File: src/rtl/fcr_pkg.sv
package fcr_pkg;
  typedef enum logic [1:0] {
    FC_NONE = 2'd0,
    FC_RX   = 2'd1,
    FC_TX   = 2'd2,
    FC_FULL = 2'd3
  } fc_mode_e;

  localparam logic [2:0] REQ_DEFAULT = 3'd4;

  typedef enum logic [1:0] {
    SQ_IDLE = 2'd0,
    SQ_REQ  = 2'd1,
    SQ_WAIT = 2'd2
  } sq_state_e;

  // map the 3-bit request to a mode; default becomes full
  function automatic fc_mode_e fix_request(input logic [2:0] r);
    if (r == REQ_DEFAULT) return FC_FULL;
    return fc_mode_e'(r[1:0]);
  endfunction
endpackage

File: src/rtl/fcr_rd_seq.sv
module fcr_rd_seq
  import fcr_pkg::*;
#(
  parameter int ADDR_W      = 5,
  parameter int DATA_W      = 16,
  parameter int STAT_ADDR   = 1,
  parameter int ADV_ADDR    = 4,
  parameter int LP_ADDR     = 5,
  parameter int AN_DONE_BIT = 5
) (
  input  logic              clk,
  input  logic              rst_n,
  input  logic              go,
  output logic              busy,
  output logic              req_valid,
  input  logic              req_ready,
  output logic [ADDR_W-1:0] req_addr,
  input  logic              rsp_valid,
  input  logic [DATA_W-1:0] rsp_data,
  input  logic              rsp_err,
  output logic [DATA_W-1:0] adv_q,
  output logic [DATA_W-1:0] lp_q,
  output logic              fin_ok,
  output logic              fin_incomplete,
  output logic              fin_err
);
  localparam int STEPS = 4;
  localparam int STEP_W = $clog2(STEPS);

  sq_state_e         state_q;
  logic [STEP_W-1:0] step_q;

  always_comb begin
    case (step_q)
      2'd2:    req_addr = ADDR_W'(ADV_ADDR);
      2'd3:    req_addr = ADDR_W'(LP_ADDR);
      default: req_addr = ADDR_W'(STAT_ADDR);
    endcase
  end

  assign req_valid = (state_q == SQ_REQ);
  assign busy      = (state_q != SQ_IDLE);

  always_ff @(posedge clk) begin
    if (!rst_n) begin
      state_q        <= SQ_IDLE;
      step_q         <= '0;
      adv_q          <= '0;
      lp_q           <= '0;
      fin_ok         <= 1'b0;
      fin_incomplete <= 1'b0;
      fin_err        <= 1'b0;
    end else begin
      fin_ok         <= 1'b0;
      fin_incomplete <= 1'b0;
      fin_err        <= 1'b0;
      case (state_q)
        SQ_IDLE: if (go) begin
          state_q <= SQ_REQ;
          step_q  <= '0;
        end
        SQ_REQ: if (req_ready) state_q <= SQ_WAIT;
        SQ_WAIT: if (rsp_valid) begin
          if (rsp_err) begin
            fin_err <= 1'b1;
            state_q <= SQ_IDLE;
          end else begin
            case (step_q)
              2'd0: begin
                step_q  <= 2'd1;
                state_q <= SQ_REQ;
              end
              2'd1: begin
                if (!rsp_data[AN_DONE_BIT]) begin
                  fin_incomplete <= 1'b1;
                  state_q        <= SQ_IDLE;
                end else begin
                  step_q  <= 2'd2;
                  state_q <= SQ_REQ;
                end
              end
              2'd2: begin
                adv_q   <= rsp_data;
                step_q  <= 2'd3;
                state_q <= SQ_REQ;
              end
              default: begin
                lp_q    <= rsp_data;
                fin_ok  <= 1'b1;
                state_q <= SQ_IDLE;
              end
            endcase
          end
        end
        default: state_q <= SQ_IDLE;
      endcase
    end
  end
endmodule

File: src/rtl/fcr_resolve.sv
module fcr_resolve
  import fcr_pkg::*;
#(
  parameter int DATA_W    = 16,
  parameter int PAUSE_BIT = 10,
  parameter int ASM_BIT   = 11
) (
  input  logic [DATA_W-1:0] adv,
  input  logic [DATA_W-1:0] lp,
  input  fc_mode_e          req,
  input  logic              strict_on,
  input  logic              fdx,
  output fc_mode_e          res
);
  logic lcl_p, lcl_a, ptr_p, ptr_a;
  fc_mode_e neg;

  assign lcl_p = adv[PAUSE_BIT];
  assign lcl_a = adv[ASM_BIT];
  assign ptr_p = lp[PAUSE_BIT];
  assign ptr_a = lp[ASM_BIT];

  always_comb begin
    if (lcl_p && ptr_p)
      neg = (req == FC_FULL) ? FC_FULL : FC_RX;
    else if (!lcl_p && lcl_a && ptr_p && ptr_a)
      neg = FC_TX;
    else if (lcl_p && lcl_a && !ptr_p && ptr_a)
      neg = FC_RX;
    else if (req == FC_NONE || req == FC_TX || strict_on)
      neg = FC_NONE;
    else
      neg = FC_RX;
    res = fdx ? neg : FC_NONE;
  end
endmodule

File: src/rtl/fcr_apply.sv
module fcr_apply
  import fcr_pkg::*;
#(
  parameter int DIRS = 2
) (
  input  logic            clk,
  input  logic            rst_n,
  input  logic            load,
  input  fc_mode_e        mode_in,
  output fc_mode_e        mode_q,
  output logic [DIRS-1:0] en_q
);
  always_ff @(posedge clk) begin
    if (!rst_n)    mode_q <= FC_NONE;
    else if (load) mode_q <= mode_in;
  end

  // bit 0 = receive direction, bit 1 = transmit direction
  for (genvar g = 0; g < DIRS; g++) begin : g_dir
    always_ff @(posedge clk) begin
      if (!rst_n)    en_q[g] <= 1'b0;
      else if (load) en_q[g] <= mode_in[g];
    end
  end
endmodule

File: src/rtl/fc_pause_resolver.sv
module fc_pause_resolver
  import fcr_pkg::*;
#(
  parameter int ADDR_W      = 5,
  parameter int DATA_W      = 16,
  parameter int STAT_ADDR   = 1,
  parameter int ADV_ADDR    = 4,
  parameter int LP_ADDR     = 5,
  parameter int AN_DONE_BIT = 5,
  parameter int PAUSE_BIT   = 10,
  parameter int ASM_BIT     = 11
) (
  input  logic              clk,
  input  logic              rst_n,
  input  logic              start,
  input  logic [2:0]        req_mode,
  input  logic              strict_mode,
  input  logic              an_failed,
  input  logic              full_duplex,
  output logic              rd_req_valid,
  input  logic              rd_req_ready,
  output logic [ADDR_W-1:0] rd_req_addr,
  input  logic              rd_rsp_valid,
  input  logic [DATA_W-1:0] rd_rsp_data,
  input  logic              rd_rsp_err,
  output logic              tx_fc_en,
  output logic              rx_fc_en,
  output logic [1:0]        fc_mode,
  output logic              busy,
  output logic              done,
  output logic              err
);
  localparam int DIRS = 2;

  logic              seq_busy, go;
  logic              fin_ok, fin_inc, fin_err;
  logic [DATA_W-1:0] adv_w, lp_w;
  logic              accept, req_ok, forced;
  fc_mode_e          req_fix, req_q, resolved, mode_w, load_mode;
  logic              strict_q, fdx_q, load;
  logic [DIRS-1:0]   en_w;

  assign accept  = start && !seq_busy && !fin_ok && !fin_inc && !fin_err;
  assign req_ok  = (req_mode <= REQ_DEFAULT);
  assign req_fix = fix_request(req_mode);
  assign forced  = accept && req_ok && an_failed;
  assign go      = accept && req_ok && !an_failed;

  always_ff @(posedge clk) begin
    if (!rst_n) begin
      req_q    <= FC_NONE;
      strict_q <= 1'b0;
      fdx_q    <= 1'b0;
      done     <= 1'b0;
      err      <= 1'b0;
    end else begin
      if (go) begin
        req_q    <= req_fix;
        strict_q <= strict_mode;
        fdx_q    <= full_duplex;
      end
      done <= forced || fin_ok || fin_inc;
      err  <= (accept && !req_ok) || fin_err;
    end
  end

  fcr_rd_seq #(
    .ADDR_W(ADDR_W), .DATA_W(DATA_W), .STAT_ADDR(STAT_ADDR),
    .ADV_ADDR(ADV_ADDR), .LP_ADDR(LP_ADDR), .AN_DONE_BIT(AN_DONE_BIT)
  ) u_seq (
    .clk(clk), .rst_n(rst_n), .go(go), .busy(seq_busy),
    .req_valid(rd_req_valid), .req_ready(rd_req_ready), .req_addr(rd_req_addr),
    .rsp_valid(rd_rsp_valid), .rsp_data(rd_rsp_data), .rsp_err(rd_rsp_err),
    .adv_q(adv_w), .lp_q(lp_w),
    .fin_ok(fin_ok), .fin_incomplete(fin_inc), .fin_err(fin_err)
  );

  fcr_resolve #(
    .DATA_W(DATA_W), .PAUSE_BIT(PAUSE_BIT), .ASM_BIT(ASM_BIT)
  ) u_res (
    .adv(adv_w), .lp(lp_w), .req(req_q), .strict_on(strict_q),
    .fdx(fdx_q), .res(resolved)
  );

  assign load      = forced || fin_ok;
  assign load_mode = fin_ok ? resolved : req_fix;

  fcr_apply #(.DIRS(DIRS)) u_app (
    .clk(clk), .rst_n(rst_n), .load(load), .mode_in(load_mode),
    .mode_q(mode_w), .en_q(en_w)
  );

  assign fc_mode  = mode_w;
  assign rx_fc_en = en_w[0];
  assign tx_fc_en = en_w[1];
  assign busy     = seq_busy;
endmodule

File: config.mk
export PLATFORM = sky130hd
export DESIGN_NAME = fc_pause_resolver
export DESIGN_NICKNAME = d
export VERILOG_FILES = /design/src/rtl/fcr_pkg.sv /design/src/rtl/fcr_rd_seq.sv /design/src/rtl/fcr_resolve.sv /design/src/rtl/fcr_apply.sv /design/src/rtl/fc_pause_resolver.sv
export SDC_FILE = /design/constraint.sdc
export NUM_CORES = 1
export LEC_CHECK = 0
export ABC_AREA = 0
export ABC_CLOCK_PERIOD_IN_PS = 1700
export BUFFER_PORTS_ARGS = -buffer_cell sky130_fd_sc_hd__buf_2
export CORE_AREA = 2 2 53 55
export CTS_CLUSTER_DIAMETER = 150
export CTS_CLUSTER_SIZE = 20
export DETAILED_ROUTE_END_ITERATION = 10
export DIE_AREA = 0 0 55 57
export PLACE_DENSITY = 0.72
export SETUP_SLACK_MARGIN = 0.15
export SLEW_MARGIN = 20
export SYNTH_ARGS = -nofsm -noshare
export SYNTH_HDL_FRONTEND = slang
export SYNTH_SLANG_ARGS = --single-unit
File: constraint.sdc
create_clock -name clk -period 1.7 [get_ports clk]
set_clock_uncertainty 0.1 [all_clocks]
set_input_delay 0.085 -clock clk [delete_from_list [all_inputs] [get_ports clk]]
set_output_delay 0.085 -clock clk [all_outputs]
set_load 0.01 [all_outputs]
==> flow_metrics.py, run 1 <==
metrics = {
    "grt": {
        "grt_pass1_wl_um": 3660,
        "overflow": 0,
        "first_global_vias": 908,
        "antenna_found_initial": 0,
        "grt_usage_pct": 16.1,
        "grt_max_degree": 22,
    },
    "worst_setup_path": {
        "crit_type": "reg -> reg",
        "critPathTopFamily": "compound AO/OA/AOI/OAI gates",
        "cp_slowest_stage_delay_ps": 570,
        "end_kind": "register",
        "cp_slowest_cell": "or4b_4",
        "cp.arrival_ps": 1930,
        "path_buf_inv": 0,
        "path_cells": "or4b_4 -> o41ai_4 -> o221ai_1 -> o211a_1",
        "crit_required_ps": 1810,
        "cp_max_fo": 3,
        "start_kind": "register",
    },
    "place": {
        "gp_congestion": 0.775,
        "place_inst": 175,
        "dpl.hpwl_um": 1620,
        "placed_area_um2": 1240,
        "dp_worst_setup_slack_ps": -126,
        "portBuffers": 24,
    },
    "clock_tree": {
        "clock-sinks": 19,
        "cts_htree_levels": 1,
        "cts_tree": "built",
        "cts_root_buf": "clkbuf_4",
        "cts.reportedPaths.clkPinSlew_ps": 110,
        "ctsLongestPathBuffers": 2,
        "worstSkewPairLatency_ps": 300,
        "cts_buffers": 3,
    },
    "sta": {
        "setup_ws_ps": -125,
        "slew_violations": 0,
        "max_freq_ghz": 0.548,
        "hold_viol_final": 0,
        "finalSetupViolCount": 10,
        "rsz0062_at_grt": "yes",
        "whs_ps": 21.9,
        "fin_crit_ps": 1820,
        "finalCritPeriodShare_pct": 107,
    },
    "routing": {
        "wl_um": 2340,
        "vias": 965,
        "drc": 0,
        "ant_nets": 0,
        "drt_iter0_drc": 25,
        "drtPass1Iterations": 6,
        "wl_per_cell_um": 12.3,
        "detail_route.vias_per_cell": 5.08,
    },
    "final_layout": {
        "drive_above_1_share_pct": 38.4,
        "final_area_um2": 1450,
        "layout_commonest_cell": "buf_2",
        "utilization_pct": 55.6,
        "regArea_um2": 383,
        "layout_common_cells": "buf_2, dfxtp_1, buf_4",
        "fill_cells": 244,
        "instances_no_fill": 190,
        "antenna-diode-count": 0,
        "area_growth_pct": 39.3,
        "nets": 194,
        "multiInputGateArea_um2": 649,
    },
    "synthesis": {
        "synth_cells": 116,
        "synth_cell_type_count": 36,
        "ys_warn_count": 0,
        "yosysSeqAreaShare_pct": 36.5,
        "avgSynthCellArea_um2": 9.00,
        "syn-cell-area_um2": 1040,
        "ys_ff_latch": 19,
    },
    "power_and_ir_drop": {
        "p_leak_nw": 0.668,
        "power_frac_clock_pct": 27.2,
        "netSwitchingPower_uw": 229,
        "pwr-share-seq_pct": 54.5,
        "ir_worst_vdd_v": 0.000340,
        "comb_power_share_pct": 18.3,
        "p_per_area_nw_per_um2": 587,
        "intPower_uw": 625,
        "p_sw_share_pct": 26.8,
    },
    "floorplan": {
        "rows": 19,
        "die_y_um": 57,
        "core_area_um2": 2620,
        "fp.dieArea_um2": 3140,
        "start_util_pct": 39.9,
        "fp.dieW_um": 55,
        "pin_count": 41,
    },
    "worst_hold_path": {
        "hp-class": "in -> reg",
    },
    "status": {
        "violations": "negative setup slack",
        "outcome": "finished with violations",
    },
    "run": {
        "max_cap_violations": 0,
    },
}
[final cells by class]
type / instances / share of cell area (%)
multi-input cells: 82 / 44.7
flip-flops and latches: 19 / 26.3
repair buffers: 47 / 22.6
well taps: 31 / 2.67
inverters: 7 / 1.81
clock buffers: 3 / 1.55
clock inverters: 1 / 0.344
[synth_stat cells (all sizes together)]
master | number | area [µm²]
nand3 | 7 | 35.0
nand3b | 1 | 7.51
dfxtp | 19 | 380
or3 | 1 | 6.26
o31ai | 1 | 7.51
nand2 | 13 | 48.8
o211a | 4 | 40.0
a211oi | 2 | 15.0
o21a | 2 | 15.0
and2 | 1 | 6.26
buf | 5 | 37.5
conb | 1 | 3.75
or4b | 1 | 13.8
ha | 6 | 75.1
or2 | 2 | 12.5
nor4 | 2 | 27.5
a21boi | 4 | 30.0
inv | 7 | 26.3
nor2b | 6 | 37.5
and3 | 1 | 6.26
and3b | 1 | 8.76
mux2i | 4 | 40.0
a21o | 1 | 7.51
o21ai | 1 | 5.00
a31oi | 2 | 12.5
a21oi | 5 | 25.0
and4 | 1 | 8.76
nand2b | 1 | 6.26
nand4b | 1 | 8.76
clkbuf | 5 | 18.8
o221ai | 2 | 17.5
o41ai | 1 | 27.5
nor2 | 4 | 15.0
nor4bb | 1 | 10.0
[flip-flops by register name, indices dropped and copies added, names as in the netlist]
| register | count |
|---|---|
| req_q | 2 |
| u_app.mode_q | 2 |
| u_seq.adv_q | 2 |
| u_seq.lp_q | 2 |
| u_seq.state_q | 2 |
| u_seq.step_q | 2 |
| done | 1 |
| err | 1 |
| fdx_q | 1 |
| strict_q | 1 |
| u_seq.fin_err | 1 |
| u_seq.fin_incomplete | 1 |
| u_seq.fin_ok | 1 |
[repair_timing]
action                     CTS  global route
hold buffers                 6             0
setup buffers                3             2
gates resized for setup     15             5
pin swaps                    1             2
hold endpoints to repair     8             0
setup endpoints to repair   11            11
[layer usage]
layer,GRT usage (%),part of all wire [%],vias up
met5,0,0,-
met4,10.5,2.3,0
met3,2.62,4.8,6
met2,27.6,49,29
met1,17.6,44,442
li1,-,-,488
[path summary, 6_finish.rpt]
path | startpoint | endpoint | slack, ps | depth (start not counted)
setup reg to reg | u_seq.fin_ok | u_app.mode_q[0] | -120 | 4
setup / recovery | u_seq.fin_ok | u_app.mode_q[0] | -120 | 4
hold reg to reg | u_seq.fin_err | err | 400 | 2
hold / removal | rd_rsp_data[5] | u_seq.fin_incomplete | 20 | 3
[power groups by stage]
stage,logic (mW),clock network [mW],registers (mW)
after floorplan,0.0861,0,0.478
after global placement,0.129,0,0.475
after detailed placement,0.132,0,0.476
after CTS,0.149,0.237,0.466
after global routing,0.170,0.253,0.467
final,0.156,0.232,0.466
[cells by family after synthesis]
| family | share of synthesized area [%] |
|---|---|
| other | 0.359 |
| AOI/OAI and AO/OA | 19.4 |
| DFF | 36.5 |
| muxes | 3.84 |
| and+or+nand+nor | 24.8 |
| buffers and inverters | 7.91 |
| adders and majority gates | 7.19 |
[worst min-delay path, stage by stage]
cell and delay [ps]:
buf_2 90, nand2b_1 160, nor2_1 50
[metrics by stage]
stage	TNS (ps)	total power, mW
6_report	-635	0.854
5_1_grt	-1270	0.891
4_1_cts	-632	0.852
3_5_place_dp	-546	0.608
3_3_place_gp	-460	0.604
2_1_floorplan	-587	0.564
No activity file was read; power rests on OpenSTA's default activity.
==> run 2, diff against run 1 <==
--- a/config.mk
+++ b/config.mk
@@ -8,14 +8,15 @@
 export ABC_AREA = 0
 export ABC_CLOCK_PERIOD_IN_PS = 1700
 export BUFFER_PORTS_ARGS = -buffer_cell sky130_fd_sc_hd__buf_2
-export CORE_AREA = 2 2 53 55
+export CORE_AREA = 2 2 69 71
 export CTS_CLUSTER_DIAMETER = 150
 export CTS_CLUSTER_SIZE = 20
 export DETAILED_ROUTE_END_ITERATION = 10
-export DIE_AREA = 0 0 55 57
-export PLACE_DENSITY = 0.72
+export DIE_AREA = 0 0 71 73
+export PLACE_DENSITY = 0.74
 export SETUP_SLACK_MARGIN = 0.15
 export SLEW_MARGIN = 20
 export SYNTH_ARGS = -nofsm -noshare
 export SYNTH_HDL_FRONTEND = slang
+export SYNTH_HIERARCHICAL = 1
 export SYNTH_SLANG_ARGS = --single-unit
==> run 2 against run 1 <==
Against the previous run: the flow still finishes with violations (negative setup slack); area after synthesis up 9.6%; first-iteration DRC count grew 150%; fmax rose by 2.0%; highest routed layer is now met3; critical path depth is 3 higher; worst setup slack improved by 36 ps; final area increased by 4.2%; cell count up 15%; clock power is 32% higher; worst hold slack lost 12 ps; register-to-register slack improved by 40 ps; via count fell by 1.1%; core utilization decreased by 22 points; critical endpoint is now u_seq/step_q[1].
==> flow_metrics.py, run 2 <==
metrics = {
    "place": {
        "gp_congestion": 0.725,
        "placed_area_um2": 1340,
        "portBuffers": 24,
        "place_inst": 203,
        "dp_worst_setup_slack_ps": -74.7,
        "dpl.hpwl_um": 1720,
    },
    "sta": {
        "fin_crit_ps": 1790,
        "rsz0062_at_grt": "yes",
        "hold_viol_final": 0,
        "finalCritPeriodShare_pct": 105,
        "whs_ps": 9.72,
        "setup_ws_ps": -89.0,
        "slew_violations": 0,
        "setup_tns_ps": -283,
        "max_freq_ghz": 0.559,
        "finalSetupViolCount": 6,
    },
    "worst_setup_path": {
        "crit_type": "reg -> reg",
        "cp_slowest_stage_delay_ps": 390,
        "end_kind": "register",
        "cp.arrival_ps": 1830,
        "critPathTopFamily": "simple AND/OR/NAND/NOR gates",
        "cp_slowest_cell": "or3b_4",
        "crit_required_ps": 1740,
        "start_kind": "register",
        "path_cells": "or2_4 -> nor4b_4 -> nand4_2 -> inv_2 -> or3b_4 -> nand3_2 -> mux2i_1",
        "cp_max_fo": 2,
        "path_buf_inv": 1,
    },
    "grt": {
        "antenna_found_initial": 0,
        "grt_usage_pct": 8.74,
        "overflow": 0,
        "first_global_vias": 878,
        "grt_max_degree": 28,
        "grt_pass1_wl_um": 3730,
    },
    "floorplan": {
        "fp.dieW_um": 71,
        "core_area_um2": 4540,
        "die_y_um": 73,
        "start_util_pct": 25.2,
        "pin_count": 41,
        "rows": 25,
        "fp.dieArea_um2": 5180,
    },
    "clock_tree": {
        "cts.reportedPaths.clkPinSlew_ps": 70,
        "ctsLongestPathBuffers": 2,
        "cts_tree": "built",
        "cts_buffers": 3,
        "clock-sinks": 19,
        "worstSkewPairLatency_ps": 250,
        "cts_htree_levels": 1,
        "cts_root_buf": "clkbuf_8",
    },
    "final_layout": {
        "antenna-diode-count": 0,
        "area_growth_pct": 32.5,
        "final_area_um2": 1520,
        "instances_no_fill": 218,
        "layout_common_cells": "buf_2, nand2_1, dfxtp_1",
        "nets": 199,
        "drive_above_1_share_pct": 37.8,
        "utilization_pct": 33.4,
        "layout_commonest_cell": "buf_2",
    },
    "routing": {
        "vias": 954,
        "wl_um": 2290,
        "drt_iter0_drc": 62,
        "drtPass1Iterations": 4,
        "ant_nets": 0,
        "detail_route.vias_per_cell": 4.38,
        "drc": 0,
        "wl_per_cell_um": 10.5,
    },
    "status": {
        "violations": "negative setup slack",
        "outcome": "finished with violations",
    },
    "power_and_ir_drop": {
        "p_leak_nw": 0.708,
        "ir_worst_vdd_v": 0.000291,
        "comb_power_share_pct": 18.5,
        "netSwitchingPower_uw": 227,
        "pwr-share-seq_pct": 49.1,
        "power_frac_clock_pct": 32.5,
        "intPower_uw": 720,
        "total_power_uw": 947,
        "p_per_area_nw_per_um2": 625,
        "p_sw_share_pct": 23.9,
    },
    "worst_hold_path": {
        "hp-class": "in -> reg",
    },
    "run": {
        "max_cap_violations": 0,
    },
    "synthesis": {
        "avgSynthCellArea_um2": 8.87,
        "synth_cells": 129,
        "syn-cell-area_um2": 1140,
        "ys_warn_count": 6,
    },
}
==> run 2: cell count changes in the layout (fill, tap and decap cells not counted), moves of 3 or more <==
cell      change
a21boi_0      -3
a21oi_1       -3
clkbuf_4      -3
clkbuf_8      +3
mux2i_1       +8
nand2_1       +6
nand3_1       -5
o211a_1       -4
==> run 2: cell type report <==
type | instances | area, µm²
repair buffers | 43 | 294
flip-flops and latches | 19 | 385
multi-input cells | 91 | 697
fillers | 459 | 3020
clock buffers | 4 | 45.0
inverters | 7 | 26.3
well taps | 54 | 67.6
==> run 2: worst register-to-register path: stages, from the launching register on <==
cell	delay (ps)
dfxtp_2	320
or2_4	250
nor4b_4	260
nand4_2	150
inv_2	80
or3b_4	390
nand3_2	60
mux2i_1	60
==> run 2: worst paths after layout <==
check                   startpoint         endpoint  slack [ps]  cells after the start
setup / recovery  u_seq/state_q[0]  u_seq/step_q[1]         -90                      7
hold / removal     rd_rsp_data[11]   u_seq/lp_q[11]          10                      3
setup reg to reg  u_seq/state_q[0]  u_seq/step_q[1]         -90                      7
hold reg to reg           req_q[1]         req_q[1]         380                      2
==> run 2: per-layer routing <==
metal	up-vias	track usage (%)	part of all wire [%]
li1	492	-	-
met1	442	9.72	42
met2	20	17.0	54
met3	0	1.38	3.3
met4	0	2.52	0
met5	-	0	0
==> run 2: power groups by stage <==
stage / combinational, mW / sequential [mW] / clock, mW
final: 0.175 / 0.464 / 0.307
after global routing: 0.193 / 0.466 / 0.333
after CTS: 0.157 / 0.466 / 0.317
after detailed placement: 0.145 / 0.476 / 0
after global placement: 0.143 / 0.475 / 0
after floorplan: 0.103 / 0.476 / 0
==> run 2: timing repair <==
item                                    in CTS  in global routing
endpoints found under the setup margin       7                 10
hold buffers                                 4                  0
endpoints found under the hold margin        4                  0
setup buffers                                2                  5
pin swaps                                    1                  4
gates resized for setup                      0                 13
==> run 3, diff against run 2 <==
--- a/config.mk
+++ b/config.mk
@@ -8,12 +8,16 @@
 export ABC_AREA = 0
 export ABC_CLOCK_PERIOD_IN_PS = 1700
 export BUFFER_PORTS_ARGS = -buffer_cell sky130_fd_sc_hd__buf_2
-export CORE_AREA = 2 2 69 71
+export CELL_PAD_IN_SITES_DETAIL_PLACEMENT = 2
+export CELL_PAD_IN_SITES_GLOBAL_PLACEMENT = 2
+export CORE_AREA = 2 2 87 89
 export CTS_CLUSTER_DIAMETER = 150
 export CTS_CLUSTER_SIZE = 20
 export DETAILED_ROUTE_END_ITERATION = 10
-export DIE_AREA = 0 0 71 73
-export PLACE_DENSITY = 0.74
+export DIE_AREA = 0 0 89 91
+export GPL_TIMING_DRIVEN = 0
+export MAX_ROUTING_LAYER = met4
+export PLACE_DENSITY_LB_ADDON = 0.1
 export SETUP_SLACK_MARGIN = 0.15
 export SLEW_MARGIN = 20
 export SYNTH_ARGS = -nofsm -noshare
==> run 3 against run 2 <==
Against the previous run: the run still ends with negative setup slack left; global-route usage shrank 0.20 points; cell count increased by 25%; critical path depth increased by 1; first-iteration DRC count decreased by 32%; combinational power rose by 13%; final area is 8.3% higher; critical endpoint unchanged; sequential cell count unchanged.
==> flow_metrics.py, run 3 (synthesized netlist as in run 2, its figures left out) <==
metrics = {
    "grt": {
        "grt_pass1_wl_um": 5170,
        "overflow": 0,
        "first_global_vias": 1065,
        "met2_usage_pct": 14.1,
        "met1_usage_pct": 10.1,
        "antenna_found_initial": 0,
        "use_met3_pct": 1.64,
        "grt_usage_pct": 8.54,
        "grt_busiest_layer": "met2",
        "grt_max_degree": 12,
    },
    "power_and_ir_drop": {
        "ir_worst_vdd_v": 0.000226,
        "p_per_area_nw_per_um2": 608,
        "p_leak_nw": 0.748,
    },
    "final_layout": {
        "antenna-diode-count": 0,
        "drive_above_1_share_pct": 40.8,
        "fill_cells": 859,
        "area_growth_pct": 43.4,
        "final_area_um2": 1640,
        "nets": 209,
        "layout_common_cells": "buf_2, nand2_1, dfxtp_1",
        "layout_commonest_cell": "buf_2",
    },
    "sta": {
        "fin_crit_ps": 1970,
        "finalCritPeriodShare_pct": 116,
        "hold_viol_final": 0,
        "slew_violations": 0,
        "rsz0062_at_grt": "yes",
        "whs_ps": 7.88,
        "max_freq_ghz": 0.508,
        "finalSetupViolCount": 9,
        "setup_ws_ps": -269,
    },
    "worst_setup_path": {
        "end_kind": "register",
        "crit_required_ps": 1750,
        "cp.arrival_ps": 2020,
        "cp_max_fo": 2,
        "start_kind": "register",
        "crit_type": "reg -> reg",
    },
    "routing": {
        "drc": 0,
        "drtPass1Iterations": 4,
        "wl_um": 3270,
        "ant_nets": 0,
        "wl_per_cell_um": 12.0,
        "drt_iter0_drc": 42,
        "detail_route.vias_per_cell": 3.78,
        "vias": 1032,
    },
    "floorplan": {
        "fp.dieW_um": 89,
        "pin_count": 41,
        "core_area_um2": 7140,
        "start_util_pct": 16.0,
        "rows": 31,
        "die_y_um": 91,
        "fp.dieArea_um2": 8100,
    },
    "place": {
        "gp_congestion": 0.662,
        "dp_worst_setup_slack_ps": -434,
        "dpl.hpwl_um": 2560,
        "placed_area_um2": 1420,
        "portBuffers": 24,
    },
    "status": {
        "outcome": "finished with violations",
        "violations": "negative setup slack",
    },
    "clock_tree": {
        "cts.reportedPaths.clkPinSlew_ps": 80,
        "cts_buffers": 3,
        "cts_tree": "built",
        "clock-sinks": 19,
        "cts_htree_levels": 1,
        "cts_root_buf": "clkbuf_8",
        "worstSkewPairLatency_ps": 260,
        "ctsLongestPathBuffers": 2,
    },
    "run": {
        "max_cap_violations": 0,
    },
    "worst_hold_path": {
        "hp-class": "in -> reg",
    },
}
run 3: cell types whose count changed in the layout (fill, tap and decap cells not counted), sizes merged:
cell,previous run,this run
dlygate4sd3,4,3
clkinv,0,1
clkbuf,4,7
buf,39,46
run 3: critical path, stage by stage, from the launching register on:
cell	delay [ps]
dfxtp_2	320
buf_6	100
or2_4	250
nor4b_4	260
nand4_2	160
inv_2	120
or3b_4	410
nand3_2	70
mux2i_1	70
run 3: what timing repair did:
action                                 4_1_cts  5_1_grt
endpoints found under the hold margin        3        0
resized for setup                           10        5
setup endpoints to repair                    9       12
setup buffers                                8        4
hold buffers                                 3        0
pin swaps                                    1        3
run 3: metal layers:
layer  vias to the layer above  part of all wire, %
met3                         2                  3.4
met4                         0                 0.95
met1                       499                   44
met2                        17                   52
met5                         -                    0
li1                        514                    -
run 3: cell type report:
cell class / count / area, µm² / share of cell area, %
Timing Repair Buffer: 39 / 255 / 15.6
Sequential cell: 19 / 387 / 23.6
Inverter: 7 / 26.3 / 1.60
Clock inverter: 1 / 5.00 / 0.305
Clock buffer: 3 / 41.3 / 2.52
Buffer: 14 / 93.8 / 5.72
Multi-Input combinational cell: 91 / 708 / 43.2
Tap cell: 99 / 124 / 7.55
run 3: power breakdown:
part / switching, mW / internal, mW / total [mW]
Clock: 0.170 / 0.163 / 0.334
Sequential: 0.00840 / 0.456 / 0.465
Combinational: 0.0895 / 0.109 / 0.198
Total: 0.268 / 0.728 / 0.997
run 3: worst paths after layout:
check / from / depth (start not counted) / slack (ps) / end
setup / recovery: u_seq/state_q[0] / 8 / -270 / u_seq/step_q[1]
hold / removal: rd_rsp_valid / 3 / 8 / u_seq/fin_err
setup reg to reg: u_seq/state_q[0] / 8 / -270 / u_seq/step_q[1]
hold reg to reg: fdx_q / 2 / 380 / fdx_q
run 3: per-stage QoR:
stage / power (mW) / setup TNS, ps / utilization [%] / std cells
after floorplan: 0.579 / -428 / - / 131
after global placement: 0.633 / -1050 / 19.9 / 254
after detailed placement: 0.637 / -1240 / 19.9 / 254
after CTS: 1.01 / -1360 / 22.4 / 269
after global routing: 1.06 / -2140 / 23.0 / 273
final: 0.997 / -1340 / 23.0 / 273
